<file path="src/rtl/shift_pkg.sv">
package shift_pkg;

    localparam int XLEN    = 32;
    localparam int SHAMT_W = $clog2(XLEN);

    localparam logic [6:0] OPC_ALU_IMM = 7'b0010011;
    localparam logic [6:0] OPC_ALU_REG = 7'b0110011;
    localparam logic [2:0] F3_LEFT     = 3'b001;
    localparam logic [2:0] F3_RIGHT    = 3'b101;
    localparam logic [6:0] F7_PLAIN    = 7'b0000000;
    localparam logic [6:0] F7_SIGNED   = 7'b0100000;

    typedef struct packed {
        logic               valid;
        logic               left;
        logic               arith;
        logic [SHAMT_W-1:0] amount;
    } shift_ctl_t;

endpackage

</file>
<file path="src/rtl/shift_decode.sv">
module shift_decode
    import shift_pkg::*;
(
    input  logic [XLEN-1:0] insn_i,
    input  logic [XLEN-1:0] rs2_i,
    output shift_ctl_t      ctl_o
);

    logic [6:0] opcode;
    logic [2:0] funct3;
    logic [6:0] funct7;
    logic       is_imm;
    logic       is_reg;
    logic       f_left;
    logic       f_right;

    assign opcode = insn_i[6:0];
    assign funct3 = insn_i[14:12];
    assign funct7 = insn_i[31:25];

    assign is_imm  = (opcode == OPC_ALU_IMM);
    assign is_reg  = (opcode == OPC_ALU_REG);
    assign f_left  = (funct3 == F3_LEFT)  && (funct7 == F7_PLAIN);
    assign f_right = (funct3 == F3_RIGHT) &&
                     ((funct7 == F7_PLAIN) || (funct7 == F7_SIGNED));

    always_comb begin
        ctl_o.valid  = (is_imm || is_reg) && (f_left || f_right);
        ctl_o.left   = (funct3 == F3_LEFT);
        ctl_o.arith  = funct7[5];
        ctl_o.amount = is_imm ? insn_i[20 +: SHAMT_W] : rs2_i[SHAMT_W-1:0];
    end

endmodule

</file>
<file path="src/rtl/bit_reverse.sv">
module bit_reverse #(
    parameter int WIDTH = 32
) (
    input  logic [WIDTH-1:0] din,
    output logic [WIDTH-1:0] dout
);

    for (genvar i = 0; i < WIDTH; i++) begin : g_rev
        assign dout[i] = din[WIDTH-1-i];
    end

endmodule

</file>
<file path="src/rtl/shift_core.sv">
module shift_core #(
    parameter int WIDTH = 32,
    parameter int AMT_W = $clog2(WIDTH)
) (
    input  logic [WIDTH:0]   din,
    input  logic [AMT_W-1:0] amount,
    output logic [WIDTH-1:0] dout
);

    logic [WIDTH:0] stage [AMT_W+1];

    assign stage[0] = din;

    for (genvar k = 0; k < AMT_W; k++) begin : g_stage
        localparam int STEP = 1 << k;
        assign stage[k+1] = amount[k]
            ? {{STEP{stage[k][WIDTH]}}, stage[k][WIDTH:STEP]}
            : stage[k];
    end

    assign dout = stage[AMT_W][WIDTH-1:0];

endmodule

</file>
<file path="src/rtl/shift_unit.sv">
module shift_unit
    import shift_pkg::*;
(
    input  logic [31:0] insn_i,
    input  logic [31:0] rs1_i,
    input  logic [31:0] rs2_i,
    output logic [31:0] result_o,
    output logic        valid_o
);

    shift_ctl_t      ctl;
    logic [XLEN-1:0] rs1_rev;
    logic [XLEN-1:0] pre_op;
    logic            fill_bit;
    logic [XLEN-1:0] core_out;
    logic [XLEN-1:0] core_rev;
    logic [XLEN-1:0] post_op;

    shift_decode u_decode (
        .insn_i (insn_i),
        .rs2_i  (rs2_i),
        .ctl_o  (ctl)
    );

    bit_reverse #(.WIDTH(XLEN)) u_rev_in (
        .din  (rs1_i),
        .dout (rs1_rev)
    );

    assign pre_op   = ctl.left ? rs1_rev : rs1_i;
    assign fill_bit = rs1_i[XLEN-1] & ctl.arith & ~ctl.left;

    shift_core #(.WIDTH(XLEN), .AMT_W(SHAMT_W)) u_core (
        .din    ({fill_bit, pre_op}),
        .amount (ctl.amount),
        .dout   (core_out)
    );

    bit_reverse #(.WIDTH(XLEN)) u_rev_out (
        .din  (core_out),
        .dout (core_rev)
    );

    assign post_op  = ctl.left ? core_rev : core_out;
    assign result_o = ctl.valid ? post_op : '0;
    assign valid_o  = ctl.valid;

endmodule

</file>
<file path="config.mk">
export PLATFORM = sky130hd
export DESIGN_NAME = shift_unit
export DESIGN_NICKNAME = d
export VERILOG_FILES = /design/src/rtl/shift_pkg.sv /design/src/rtl/shift_decode.sv /design/src/rtl/bit_reverse.sv /design/src/rtl/shift_core.sv /design/src/rtl/shift_unit.sv
export SDC_FILE = /design/constraint.sdc
export NUM_CORES = 1
export LEC_CHECK = 0
export BUFFER_PORTS_ARGS = -buffer_cell sky130_fd_sc_hd__buf_4
export CORE_MARGIN = 2
export CORE_UTILIZATION = 54
export DETAILED_ROUTE_END_ITERATION = 7
export PLACE_DENSITY = 0.83
export SKIP_LAST_GASP = 1
export SYNTH_ARGS = -nofsm -noshare
export SYNTH_HDL_FRONTEND = slang
export SYNTH_HIERARCHICAL = 1
export SYNTH_SLANG_ARGS = --single-unit
</file>
<file path="constraint.sdc">
create_clock -name vclk -period 3.8
set_clock_uncertainty 0.1 [all_clocks]
set_input_delay 0 -clock vclk [all_inputs]
set_output_delay 0 -clock vclk [all_outputs]
set_load 0.01 [all_outputs]
</file>
After elaboration in Yosys (flattened, before gate mapping)
Cells that the tools add are included.
- add/subtract/negate cells: 0
- magnitude comparators: 0
- $mul: 0
- shift operators: 0
- equality and inequality tests: 5
- divide/modulo/power cells: 0
- reductions and logical operators: 7
- bitwise gates (word level): 3
- mux-type cells: 9
- operators with widths (operator ; count):
    $mux W32 ; 8
    $eq A7 B6 Y1 const B ; 2
    $eq A7 B5 Y1 const B ; 1
    $logic_not A7 Y1 ; 1
    $mux W5 ; 1
    $eq A3 B1 Y1 const B ; 1
    $eq A3 B3 Y1 const B ; 1
    $logic_and A1 B1 Y1 ; 3
    $logic_or A1 B1 Y1 ; 3
    $and A1 B1 Y1 ; 2
    $not A1 Y1 ; 1
- bits in writable memories: 0
- memories kept: 0
- memory bits (read-only): 0
- input port bits: 96
- word-level logic and storage cells: 24
- latch bits: 0
- register bits after elaboration: 0
- output and inout port bits: 33

Logic depth before layout (Yosys ltp)
- depth after elaboration: 10
- gate-level depth with buffers: 15
- gate-level depth less buffers: 9

Modules after synthesis
The synthesis kept the hierarchy.
- modules (own cells, without submodules) (module ; seq. area each (um^2) ; area an instance (um^2) ; cells each ; times used):
    shift_core ; 0.0 ; 2085.8 ; 228 ; 1
    shift_unit ; 0.0 ; 975.9 ; 107 ; 1
    bit_reverse ; 0.0 ; 240.2 ; 32 ; 2
    shift_decode ; 0.0 ; 150.1 ; 15 ; 1

Worst setup path after synthesis
No wires, ideal clock.
- kind: input to output
- start: in insn_i[6]
- end: out result_o[16]
- buffers on the path: 5
- slack: 915 ps
- data required time: 3700 ps
- arrival time: 2785 ps
- stages on the path: 14
- path through: nand4b_1 > or4_1 > buf_6 > mux2_4 > buf_4 > buf_6 > buf_4 > or3b_1 > a21oi_1 > a21oi_1 > a221oi_1 > buf_4 > mux2i_1 > nor2b_1
- RTL lines (element ; RTL line ; source):
    start: declaration ; shift_unit.sv:4 ; input logic [31:0] insn_i,
    end: declaration ; shift_unit.sv:7 ; output logic [31:0] result_o,

==> qor.log <==
INFO  sta            maxSlewHeadroom=40.4%
INFO  route          route.vias.total=3404
INFO  global_route   grt_max_degree=49
INFO  synth          syn-instance-count=414
INFO  route          detailroute.wirelength.met3=862µm
INFO  floorplan      io_pins=129
INFO  route          detail_route.drc_violations=0
INFO  layout         seq_cell_count=0
INFO  route          drt_iter0_markers=265
INFO  floorplan      die_x=86.7µm
INFO  critical_path  path_class=in -> out
INFO  min_path       worst_hold_path_type=in -> out
INFO  layout         layout-drive-gt1-share=37.3%
INFO  global_route   first_global_vias=3145
INFO  job            max_cap_viol_count=0
INFO  route          number_of_vias_per_cell=6.88
INFO  global_route   global_route.overflow_total=0
INFO  sta            report.final.hold_viol_count=0
INFO  sta            fin_setup_tns=0ps
INFO  critical_path  cp-end-kind=output pin
INFO  placement      detailed_place_hpwl=8.25mm
INFO  synth          yosysWarningCount=6
INFO  layout         insertedDiodeCount=0
INFO  clock_network  cts_post_setup_buffers_inserted=0
INFO  power_and_ir_drop irDropWorstVdd=0.0804mV
INFO  layout         filler_cell_count=608
INFO  synth          postSynthNetCount=510
INFO  sta            fin_hold_ws=388ps
INFO  critical_path  start_kind=input pin
INFO  min_path       min_path_cells=4
INFO  placement      gp_congestion=1.00
INFO  route          post_drt_wl_per_cell=20.7µm
INFO  critical_path  critical_path_arrival=3410ps
INFO  route          wl=10.3mm
INFO  min_path       hold_path_end=valid_o
INFO  sta            final.period_utilization=92.4%
INFO  layout         num-nets-final=513
INFO  route          topmost_layer_with_routed_signal_wires=met4
INFO  layout         n_clock_buffer=0
INFO  synth          yosysSeqAreaShare=0%
INFO  clock_network  cts_resized=0
INFO  floorplan      fp.dieH=86.7µm
INFO  floorplan      start_util=55.0%
INFO  layout         area_growth=5.25%
INFO  synth          netlist_area_pre_place=0.00369mm²
INFO  critical_path  cp.required=3700ps
INFO  route          detailedRoute.firstPassIterationCount=5
INFO  floorplan      floorplan.die_area=0.00752mm²
INFO  clock_network  cts-hold-fix-buffers=0
INFO  route          final_antenna_net_count=0
INFO  synth          synth.area.top_cells=mux4_2 (19%), mux2i_1 (19%), buf_4 (14%), mux2_1 (10%), nor2b_1 (5.8%)
INFO  placement      dpl-instance-area=0.00389mm²
INFO  sta            fin_crit=3510ps
INFO  sta            max_clock_freq=285MHz
INFO  sta            timing.final.max_slew_violations=0
INFO  global_route   grt_pass1_wl=16.5mm
INFO  synth          netlist-cell-type-count=52
INFO  layout         multiInputGateArea=0.00298mm²
INFO  sta            worst_slew_pin_slew=887ps
INFO  sta            finalSetupViolations=0
INFO  layout         layout.area.seq=0µm²
INFO  critical_path  worst_path_maximum_fanout=48
INFO  synth          netlist.area_leader.share=18.9%
INFO  sta            setup_repair_after_global_routing_missed_its_margin=false
INFO  layout         final_cell_area=0.00389mm²
INFO  outcome        status=complete, no violations
INFO  global_route   antenna_found_initial=0
INFO  min_path       min-delay-start=insn_i[2]
INFO  route          dr_wl_met2=5.02mm
INFO  floorplan      placeableCoreArea=0.00672mm²
INFO  power_and_ir_drop leakagePower=0.00155µW
INFO  route          wl_met1=4.02mm
INFO  synth          synth.avg_cell_area=8.92µm²
INFO  power_and_ir_drop total_power=515µW
INFO  placement      number_of_buffers_inserted_by_port_buffering=92
INFO  synth          synth_largest_area_cell=mux4_2
INFO  global_route   global_route.usage.total=27.3%
INFO  floorplan      std_cell_rows=30
INFO  power_and_ir_drop cellPowerDensity=132mW/mm²
-- layer usage --
metal  vias up  global-route usage (%)
li1       1532                       -
met1      1617                    38.0
met2       220                    45.7
met3        35                    2.48
met4         0                    6.96
met5         -                       0
-- layout by cell type (no fill, tap or decap), types with 2 or more instances in the layout --
master | Yosys | routed
buf_4 | 70 | 100
mux2i_1 | 69 | 69
nor2b_1 | 34 | 34
mux2_1 | 33 | 33
mux4_2 | 31 | 31
nand2_1 | 15 | 15
o21ai_0 | 13 | 13
nor2_1 | 10 | 10
mux2_2 | 9 | 9
a21oi_1 | 9 | 9
o221ai_1 | 8 | 8
o22ai_1 | 6 | 6
o211ai_1 | 5 | 5
mux2_4 | 5 | 5
inv_1 | 4 | 4
a22oi_1 | 4 | 4
nand3_1 | 4 | 4
a211oi_1 | 4 | 4
and2_1 | 3 | 3
nand2b_1 | 3 | 3
nor3_1 | 3 | 3
or2_2 | 3 | 3
a221oi_1 | 3 | 3
a32oi_1 | 3 | 3
o21ai_1 | 2 | 2
nand4b_1 | 2 | 2
o22a_1 | 2 | 2
nor4_1 | 3 | 2
nor3b_2 | 1 | 2
a222oi_1 | 2 | 2
o2bb2a_1 | 2 | 2
buf_12 | 0 | 2
-- cell type report --
class	instances	share of cell area (%)
inverter	5	0.483
multi-input combinational	308	76.6
timing repair buffer	102	20.3
tap	80	2.58
-- metrics by stage --
stage / setup slack [ps] / std cells / utilization [%]
3_3_place_gp: 353 / 495 / 57.8
5_1_grt: 50.7 / 495 / 57.8
6_report: 287 / 495 / 57.8
4_1_cts: 322 / 495 / 57.8
3_5_place_dp: 325 / 495 / 57.8
2_1_floorplan: 915 / 414 / -
-- how the worst max path moves through the flow --
| stage | slack [ps] | to | from | cells after the start |
|---|---|---|---|---|
| after floorplan | 920 | result_o[16] | insn_i[6] | 14 |
| after CTS | 320 | result_o[3] | insn_i[6] | 11 |
| final | 290 | result_o[10] | insn_i[6] | 12 |
| after detailed placement | 330 | result_o[3] | insn_i[6] | 11 |
| after global routing | 50 | result_o[3] | insn_i[6] | 11 |
| after global placement | 350 | result_o[28] | insn_i[6] | 11 |
-- critical path, stage by stage --
cell	delay, ps
buf_4	100
nand4b_1	190
or4_1	660
mux2_4	360
buf_12	270
mux2i_1	480
mux2_2	340
a21oi_1	160
a221o_1	450
mux2i_1	160
nor2b_1	60
buf_4	140
-- where the power goes --
part / leakage, µW / internal, µW / total (µW) / switching, µW
Combinational: 0.00155 / 241 / 515 / 274
Clock: 0 / 0 / 0 / 0
Sequential: 0 / 0 / 0 / 0
-- kinds of logic after synthesis --
family	after synthesis	share of synthesized area [%]
mux	147	52.5
buf+inv	106	19.7
simple gates	87	13.4
compound gates	74	14.4
-- synth_stat cells (6+ instances only) --
cell and number:
a21oi_1 9, buf_4 70, buf_6 8, clkbuf_1 14, mux2_1 33, mux2_2 9, mux2i_1 69, mux4_2 31
nand2_1 15, nor2_1 10, nor2b_1 34, o21ai_0 13, o221ai_1 8, o22ai_1 6
Note: power is estimated with default switching activity, not from simulation.
